===== config.mk =====
export PLATFORM = sky130hd
export DESIGN_NAME = id_bypass_ctl
export DESIGN_NICKNAME = d
export VERILOG_FILES = /design/src/rtl/id_byp_pkg.sv /design/src/rtl/byp_operand_sel.sv /design/src/rtl/byp_event_cnt.sv /design/src/rtl/id_bypass_ctl.sv
export SDC_FILE = /design/constraint.sdc
export NUM_CORES = 1
export LEC_CHECK = 0
export BUFFER_PORTS_ARGS = -buffer_cell sky130_fd_sc_hd__buf_2
export CAP_MARGIN = 25
export CORE_AREA = 2 2 110 112
export DETAILED_ROUTE_END_ITERATION = 8
export DIE_AREA = 0 0 112 114
export PLACE_DENSITY_LB_ADDON = 0.15
export REMOVE_ABC_BUFFERS = 1
export SYNTH_ARGS = -nofsm -noshare
export SYNTH_HDL_FRONTEND = slang
export SYNTH_SLANG_ARGS = --single-unit

===== constraint.sdc =====
create_clock -name clk -period 4.1 [get_ports clk]
set_input_delay 0.82 -clock clk [delete_from_list [all_inputs] [get_ports clk]]
set_output_delay 0.82 -clock clk [all_outputs]
set_load 0.1 [all_outputs]

===== src/rtl/id_byp_pkg.sv =====
`timescale 1ns/1ps
package id_byp_pkg;
    localparam int unsigned N_STG   = 3;
    localparam int unsigned STG_EX  = 0;
    localparam int unsigned STG_MEM = 1;
    localparam int unsigned STG_WB  = 2;

    typedef enum logic [1:0] {
        SEL_RF  = 2'd0,
        SEL_EX  = 2'd1,
        SEL_MEM = 2'd2,
        SEL_WB  = 2'd3
    } fwd_sel_e;
endpackage


===== src/rtl/byp_operand_sel.sv =====
`timescale 1ns/1ps
module byp_operand_sel
    import id_byp_pkg::*;
#(
    parameter int unsigned REG_W  = 5,
    parameter int unsigned DATA_W = 32
) (
    input  logic [REG_W-1:0]              src,
    input  logic                          src_fp,
    input  logic                          src_use,
    input  logic [DATA_W-1:0]             rf_val,
    input  logic [N_STG-1:0]              ent_vld,
    input  logic [N_STG-1:0][REG_W-1:0]   ent_dst,
    input  logic [N_STG-1:0]              ent_fp,
    input  logic [N_STG-1:0]              ent_ld,
    input  logic [N_STG-1:0][DATA_W-1:0]  ent_val,
    output fwd_sel_e                      sel,
    output logic [DATA_W-1:0]             val,
    output logic                          win_is_ld
);
    logic             int_zero;
    logic [N_STG-1:0] hit;

    assign int_zero = !src_fp && (src == '0);

    // one comparator per published stage entry
    for (genvar g = 0; g < N_STG; g++) begin : g_cmp
        assign hit[g] = ent_vld[g] && src_use && !int_zero
                     && (ent_dst[g] == src) && (ent_fp[g] == src_fp);
    end

    // scan oldest to youngest so the youngest match is the last one written
    always_comb begin
        sel       = SEL_RF;
        val       = rf_val;
        win_is_ld = 1'b0;
        for (int i = N_STG - 1; i >= 0; i--) begin
            if (hit[i]) begin
                sel       = fwd_sel_e'(2'(i + 1));
                val       = ent_val[i];
                win_is_ld = ent_ld[i];
            end
        end
    end
endmodule


===== src/rtl/byp_event_cnt.sv =====
`timescale 1ns/1ps
module byp_event_cnt #(
    parameter int unsigned CNT_W = 16
) (
    input  logic             clk,
    input  logic             rst_n,
    input  logic             inc_en,
    input  logic [1:0]       inc_amt,
    output logic [CNT_W-1:0] cnt
);
    typedef struct packed {
        logic [CNT_W-1:0] cnt;
    } cnt_st_t;

    cnt_st_t st_d, st_q;

    always_comb begin
        st_d = st_q;
        if (inc_en) begin
            st_d.cnt = st_q.cnt + CNT_W'(inc_amt);
        end
    end

    always_ff @(posedge clk or negedge rst_n) begin
        if (!rst_n) begin
            st_q <= '0;
        end else begin
            st_q <= st_d;
        end
    end

    assign cnt = st_q.cnt;
endmodule


===== src/rtl/id_bypass_ctl.sv =====
`timescale 1ns/1ps
module id_bypass_ctl
    import id_byp_pkg::*;
#(
    parameter int unsigned REG_W  = 5,
    parameter int unsigned DATA_W = 32,
    parameter int unsigned CNT_W  = 16
) (
    input  logic              clk,
    input  logic              rst_n,
    input  logic              id_vld,
    input  logic              id_cond_rd,
    input  logic [REG_W-1:0]  id_src_a,
    input  logic              id_src_a_fp,
    input  logic              id_src_a_use,
    input  logic [REG_W-1:0]  id_src_b,
    input  logic              id_src_b_fp,
    input  logic              id_src_b_use,
    input  logic [DATA_W-1:0] rf_a_val,
    input  logic [DATA_W-1:0] rf_b_val,
    input  logic              ex_vld,
    input  logic [REG_W-1:0]  ex_dst,
    input  logic              ex_dst_fp,
    input  logic              ex_is_ld,
    input  logic [DATA_W-1:0] ex_val,
    input  logic              mem_vld,
    input  logic [REG_W-1:0]  mem_dst,
    input  logic              mem_dst_fp,
    input  logic              mem_is_ld,
    input  logic [DATA_W-1:0] mem_val,
    input  logic              wb_vld,
    input  logic [REG_W-1:0]  wb_dst,
    input  logic              wb_dst_fp,
    input  logic              wb_is_ld,
    input  logic [DATA_W-1:0] wb_val,
    output logic [1:0]        fwd_sel_a,
    output logic [1:0]        fwd_sel_b,
    output logic [DATA_W-1:0] opnd_a,
    output logic [DATA_W-1:0] opnd_b,
    output logic              stall,
    output logic [CNT_W-1:0]  byp_cnt
);
    localparam int unsigned N_OP = 2;

    // stage entries, index 0 = execute (youngest)
    logic [N_STG-1:0]             ent_vld;
    logic [N_STG-1:0][REG_W-1:0]  ent_dst;
    logic [N_STG-1:0]             ent_fp;
    logic [N_STG-1:0]             ent_ld;
    logic [N_STG-1:0][DATA_W-1:0] ent_val;

    assign ent_vld = {wb_vld,    mem_vld,    ex_vld};
    assign ent_dst = {wb_dst,    mem_dst,    ex_dst};
    assign ent_fp  = {wb_dst_fp, mem_dst_fp, ex_dst_fp};
    assign ent_ld  = {wb_is_ld,  mem_is_ld,  ex_is_ld};
    assign ent_val = {wb_val,    mem_val,    ex_val};

    logic [REG_W-1:0]  op_src [N_OP];
    logic              op_fp  [N_OP];
    logic              op_use [N_OP];
    logic [DATA_W-1:0] op_rf  [N_OP];
    fwd_sel_e          op_sel [N_OP];
    logic [DATA_W-1:0] op_val [N_OP];
    logic              op_ld  [N_OP];

    assign op_src[0] = id_src_a;
    assign op_fp[0]  = id_src_a_fp;
    assign op_use[0] = id_src_a_use || id_cond_rd;
    assign op_rf[0]  = rf_a_val;
    assign op_src[1] = id_src_b;
    assign op_fp[1]  = id_src_b_fp;
    assign op_use[1] = id_src_b_use;
    assign op_rf[1]  = rf_b_val;

    for (genvar g = 0; g < N_OP; g++) begin : g_op
        byp_operand_sel #(
            .REG_W  (REG_W),
            .DATA_W (DATA_W)
        ) u_sel (
            .src       (op_src[g]),
            .src_fp    (op_fp[g]),
            .src_use   (op_use[g]),
            .rf_val    (op_rf[g]),
            .ent_vld   (ent_vld),
            .ent_dst   (ent_dst),
            .ent_fp    (ent_fp),
            .ent_ld    (ent_ld),
            .ent_val   (ent_val),
            .sel       (op_sel[g]),
            .val       (op_val[g]),
            .win_is_ld (op_ld[g])
        );
    end

    logic       ld_use_stall;
    logic       cond_stall;
    logic       inc_en;
    logic [1:0] inc_amt;

    always_comb begin
        ld_use_stall = 1'b0;
        for (int k = 0; k < N_OP; k++) begin
            if ((op_sel[k] == SEL_EX) && op_ld[k]) begin
                ld_use_stall = 1'b1;
            end
        end
        // condition must be in hand at the start of the decode cycle
        cond_stall = id_cond_rd
                  && ((op_sel[0] == SEL_EX) || ((op_sel[0] == SEL_MEM) && op_ld[0]));
        stall   = id_vld && (ld_use_stall || cond_stall);
        inc_en  = id_vld && !stall;
        inc_amt = 2'(op_sel[0] != SEL_RF) + 2'(op_sel[1] != SEL_RF);
    end

    byp_event_cnt #(
        .CNT_W (CNT_W)
    ) u_cnt (
        .clk     (clk),
        .rst_n   (rst_n),
        .inc_en  (inc_en),
        .inc_amt (inc_amt),
        .cnt     (byp_cnt)
    );

    assign fwd_sel_a = op_sel[0];
    assign fwd_sel_b = op_sel[1];
    assign opnd_a    = op_val[0];
    assign opnd_b    = op_val[1];
endmodule


* Word level (Yosys, flattened, before mapping) *
Index checks and enable logic that the tools add are counted.

storage, ports and cells
  register bits = 16
  input bits = 202
  output and inout port bits = 85
  word-level logic and storage cells = 82

operators by class
  $add $sub $neg = 2
  equal/unequal tests = 15
  multiplexer cells = 20
  reductions and logical operators = 44

operator list
  operator            number
  $mux 32             6
  $logic_and 1x1->1   32
  $eq 5x5->1          6
  $add 16x2->16       1
  $mux 2              6
  $logic_not 5->1     2
  $mux 1              8
  $eq 1x1->1          6
  $logic_not 1->1     5
  $eq 2x1->1 const B  2
  $reduce_bool 2->1   2
  $logic_or 1x1->1    3
  $add 1x1->2         1
  $eq 2x2->1 const B  1

* Depth between registers and ports, before layout *
  depth after elaboration = 17
  mapped depth = 14
  mapped depth without buffers = 12

* Hierarchy *
Synthesis repeated with hierarchy kept, for this count alone.

unflattened totals
  cell total of the unflattened synthesis = 600
  area total of the unflattened synthesis = 3970.1 µm²

by module, submodules not included
  module           times used  cells an instance  area each (µm²)  seq. area each (µm²)
  byp_operand_sel  2           263                1567.8           0.0
  byp_event_cnt    1           62                 752.0            400.4
  id_bypass_ctl    1           12                 82.6             0.0

* Worst setup path after synthesis *
Ideal clock, no wire load.

  path kind = input to output
  start point = in id_src_b[1]
  end point = out fwd_sel_b[1]
  arrival time = 3.540 ns
  data required time = 3.280 ns
  setup slack = -0.260 ns
  cell stages on the path = 6
  buffers on the path = 2
  cell sequence = or4_1 o31ai_1 nor3_1 clkbuf_1 buf_1 nor2_1

on the way
  word-level cells in the longest chain between the ends = 9
  elaborated cells on any way between the ends = 18
  classes of those cells = eq/ne: 3; mux: 3; reduce/logical: 12

ends and longest elaborated chain
  what                             line                   RTL
  from (decl)                      id_bypass_ctl.sv:16    input logic [REG_W-1:0] id_src_b,
  $logic_not 5->1                  byp_operand_sel.sv:24  assign int_zero = !src_fp && (src == '0);
  $logic_and 1x1->1                byp_operand_sel.sv:24
  $logic_not 1->1                  byp_operand_sel.sv:28  assign hit[g] = ent_vld[g] && src_use && !int_zero
  $logic_and 1x1->1                byp_operand_sel.sv:28
  $logic_and 1x1->1 (2 in series)  byp_operand_sel.sv:29  && (ent_dst[g] == src) && (ent_fp[g] == src_fp);
  $mux 2 (2 in series)             byp_operand_sel.sv:38  if (hit[i]) begin
  $mux 2 *                         byp_operand_sel.sv:38
  to (decl)                        id_bypass_ctl.sv:37    output logic [1:0] fwd_sel_b,

Every way passes the cells marked *; elsewhere a longest branch is shown, timed or not.

* Worst setup path after layout *
  start point = in id_src_a[1]
  end point = out opnd_a[11]

on the way
  word-level cells in the longest chain between the ends = 9
  elaborated cells on any way between the ends = 18
  classes of those cells = eq/ne: 3; mux: 3; reduce/logical: 12

ends and longest elaborated chain
  what                             line                   RTL
  from (decl)                      id_bypass_ctl.sv:13    input logic [REG_W-1:0] id_src_a,
  $logic_not 5->1                  byp_operand_sel.sv:24
  $logic_and 1x1->1                byp_operand_sel.sv:24
  $logic_not 1->1                  byp_operand_sel.sv:28
  $logic_and 1x1->1                byp_operand_sel.sv:28
  $logic_and 1x1->1 (2 in series)  byp_operand_sel.sv:29
  $mux 32 (2 in series)            byp_operand_sel.sv:38
  $mux 32 *                        byp_operand_sel.sv:38
  to (decl)                        id_bypass_ctl.sv:38    output logic [DATA_W-1:0] opnd_a,

Marks and branches as above.

==> results by group <==
Logic synthesis
  – Ys Warns: 0
  – Top cell type's share of synthesized area: 19.68%
  – Mapped Area: 3306 um2
  – Syn avg cell area: 7.513 um2
  – Post-synthesis adder-cell area fraction: 0.9841%
  – Post-Synth XOR/XNOR Area: 13.25%
  – Synth area leader: mux2i_1
  – FF+latch count, synth: 16
  – Primary FF master, synth: dfrtp_1
  – Synth unique cells: 34
  – Seq/Total Area, Yosys: 12.11%
  – Largest family of logic cells by synthesized area: compound AO/OA/AOI/OAI gates
  – Asr flop ratio synth: 100.0%
  – Complex-gate fraction of the synthesized area: 33.38%
  – Post-synthesis mux area share: 20.02%
  – Post-Synthesis Cells: 440
  – EDFF count, synth: 0
  – Synth Area in Simple Gates: 15.03%
  – Top cells by area, synth: mux2i_1 20%, a21o_1 15%, dfrtp_1 12%

Floorplan
  – IO Count: 287
  – Num rows: 40
  – Core region area: 11710 um2
  – Initial core utilization: 28.23%
  – Die Y: 114 um
  – Die area: 12770 um2
  – Die Wd: 112 um

GRT
  – GRT Overall Usage: 22.44%
  – Vias in the first global route: 4592
  – First-pass GRT wire length: 23380 um
  – Pin count of the biggest net entering global routing: 69
  – Gr ovfl total: 0
  – Initial antenna violation count: 1

Routing
  – Vias per cell: 5.254
  – Total routed wirelength: 15310 um
  – DR iter-0 viols: 274
  – DR DRC count: 0
  – Final ANT Viol Nets: 0
  – Vias: 4466
  – Avg WL per Cell: 18.02 um
  – Pre-antenna DRT Iters: 4

STA
  – Final setup fails: 0
  – Clk_skew: 0.006806 ns
  – WHS: 0.4581 ns
  – Min Clock Period, post-route: 3.920 ns
  – Final worst-path cycle share: 95.61%
  – Actual slew at the worst max-slew pin: 0.5023 ns
  – Final Hold Vio Count: 0
  – RSZ-0062 raised after global routing: no
  – Worst slew margin: 66.75%
  – Final worst slack: 0.1800 ns
  – Max Freq: 255.1 MHz
  – Slew Viols, Final: 0

Clock tree
  – Clock latency on the worst-skew pair: 0.25 ns
  – # clock sinks: 16
  – CTS buffer count: 3
  – Post-CTS Setup Bufs: 0
  – H-tree depth: 1
  – Root buffer cell: clkbuf_16
  – Hold buffers post-CTS: 0
  – CTS tree: built
  – CTS max path bufs: 2
  – CTS resizes: 0
  – Worst-path clk slew: 0.05 ns

Final layout
  – Share of cells above drive strength 1: 44.02%
  – Nets: 907
  – Max reg flops: 16
  – Area Overhead vs Synth: 82.70%

Placement
  – Port bufs: 285
  – Post-DP HPWL: 11810 um
  – Post-Place Setup Slack: 0.2104 ns
  – Gp weighted congestion: 0.8489

Worst hold path
  – Hold path start: u_cnt.cnt[15]$_DFFE_PN0P_
  – Hold Crit Class: register to register
  – End of the worst hold path: u_cnt.cnt[15]$_DFFE_PN0P_
  – Hold Path Depth: 1

Setup path
  – Crit-path most repeated cell: buf_12
  – CP Max Fanout: 35
  – CP top delay family: simple AND/OR/NAND/NOR gates
  – WP depth: 9
  – Critical Path RT: 3.28 ns
  – Worst R2R Start: u_cnt.cnt[0]$_DFFE_PN0P_
  – Critical path's largest stage delay: 0.57 ns
  – RR Endpoint: u_cnt.cnt[10]$_DFFE_PN0P_
  – CP Cell Sequence: buf_2 > or4_1 > o32a_1 > and3_2 > buf_12 > mux2i_1 > a21oi_1 > a21o_1 > buf_12
  – CP Launch Type: primary input
  – Crit path DAT: 3.10 ns
  – Critical path class: primary input to primary output
  – Endpoint class of the critical path: primary output
  – R2R cell count: 9
  – CP max stage cell: or4_1
  – Slack of the worst reg-to-reg path: 2.02 ns
  – CP Buf/Inv Count: 3

Power and ir drop
  – PwrDens: 219.4 nW/um2
  – VDD IR max: 0.0003079 V
  – P_leak: 3.044 nW
  – Tot Pwr: 1.325 mW

Flow run
  – Maxcap violations: 0

Run status
  – Outcome: finished clean
==> per-stage QoR <==
step	cell area (um2)	setup TNS, ns	instances	utilization, %
floorplan	3144	-127.33	402	-
global placement	5948	0	845	50.79
detailed placement	5948	0	845	50.79
CTS	6037	0	849	51.55
global route	6040	0	850	51.57
finish	6040	0	850	51.57
==> layout by cell type, fill, tap and decap left out, drive strengths merged <==
cell type and instances:
or4 2, nor2 39, a21oi 32, o31ai 1, clkbuf 4, nor4 9
mux2i 65, and4 4, a211oi 32, nor3 12, a21o 65, a41o 1
nand3 6, inv 3, xor2 23, and3 4, nand4 9, o21a 2
o32a 1, dfrtp 16, ha 1, nand2 10, or3 1, buf 296
nor4b 1, diode 1, mux2 1, nor3b 1, fa 1, xnor2 27
o21ai 33
==> worst reg2reg max path, cell delays in order, from the launching register on <==
cell     delay (ns)
dfrtp_1        0.34
inv_1          0.07
fa_1           0.48
inv_1          0.08
ha_1           0.18
nand2_1        0.08
nor2_1         0.20
nand4_1        0.12
nor4_1         0.29
xor2_1         0.17
==> routing by layer <==
layer / track usage [%] / part of all wire (%) / routed length, um / up-vias
met5: 0 / 0 / 0 / -
met4: 6.667 / 2.3 / 354 / 0
met3: 5.526 / 7.5 / 1146 / 24
met2: 41.25 / 51 / 7867 / 185
met1: 25.82 / 39 / 5943 / 2087
li1: - / - / - / 2170
==> how the worst max path moves through the flow <==
stage                start            to  slack [ns]
3_5_place_dp   id_src_a[1]    opnd_a[11]        0.21
5_1_grt        id_src_a[1]    opnd_a[11]        0.06
6_report       id_src_a[1]    opnd_a[11]        0.18
3_3_place_gp   id_src_a[1]    opnd_a[11]        0.24
4_1_cts        id_src_a[1]    opnd_a[11]        0.20
2_1_floorplan    ex_dst[0]  fwd_sel_b[1]       -3.14
==> cells in the mapped netlist, drive strengths merged, types with 2 or more instances <==
cell	number
nor3	12
inv	3
a21oi	32
nor2	39
xnor2	27
clkbuf	24
a211oi	32
xor2	23
o21a	2
nor4	9
nand3	6
buf	14
or4	2
o21ai	33
and4	4
dfrtp	16
mux2i	65
nand2	10
a21o	65
and3	4
nand4	9
==> cells by family (layout without fill, tap and decap cells) <==
group / Yosys count / count (layout)
AOI/OAI and AO/OA: 167 / 167
xor gates and xnor gates: 50 / 50
adders and majority gates: 2 / 2
buffers and inverters: 41 / 303
DFF: 16 / 16
muxes: 66 / 66
other: 0 / 1
and+or+nand+nor: 98 / 98
==> power by group <==
group	switching (mW)	total, mW	leakage [nW]	internal, mW
logic	0.602	0.931	2.78	0.329
clock network	0.0606	0.209	0.0442	0.148
registers	0.0131	0.185	0.219	0.172
==> final cells by class <==
cell class,instances,area [um2]
timing repair buffer,296,2603
clock buffer,4,88.84
fill,1117,5672
sequential,16,400.4
inverter,3,11.26
tap,147,183.9
antenna,1,2.502
multi-input combinational,383,2750
No activity file was read; power rests on OpenSTA's default activity.
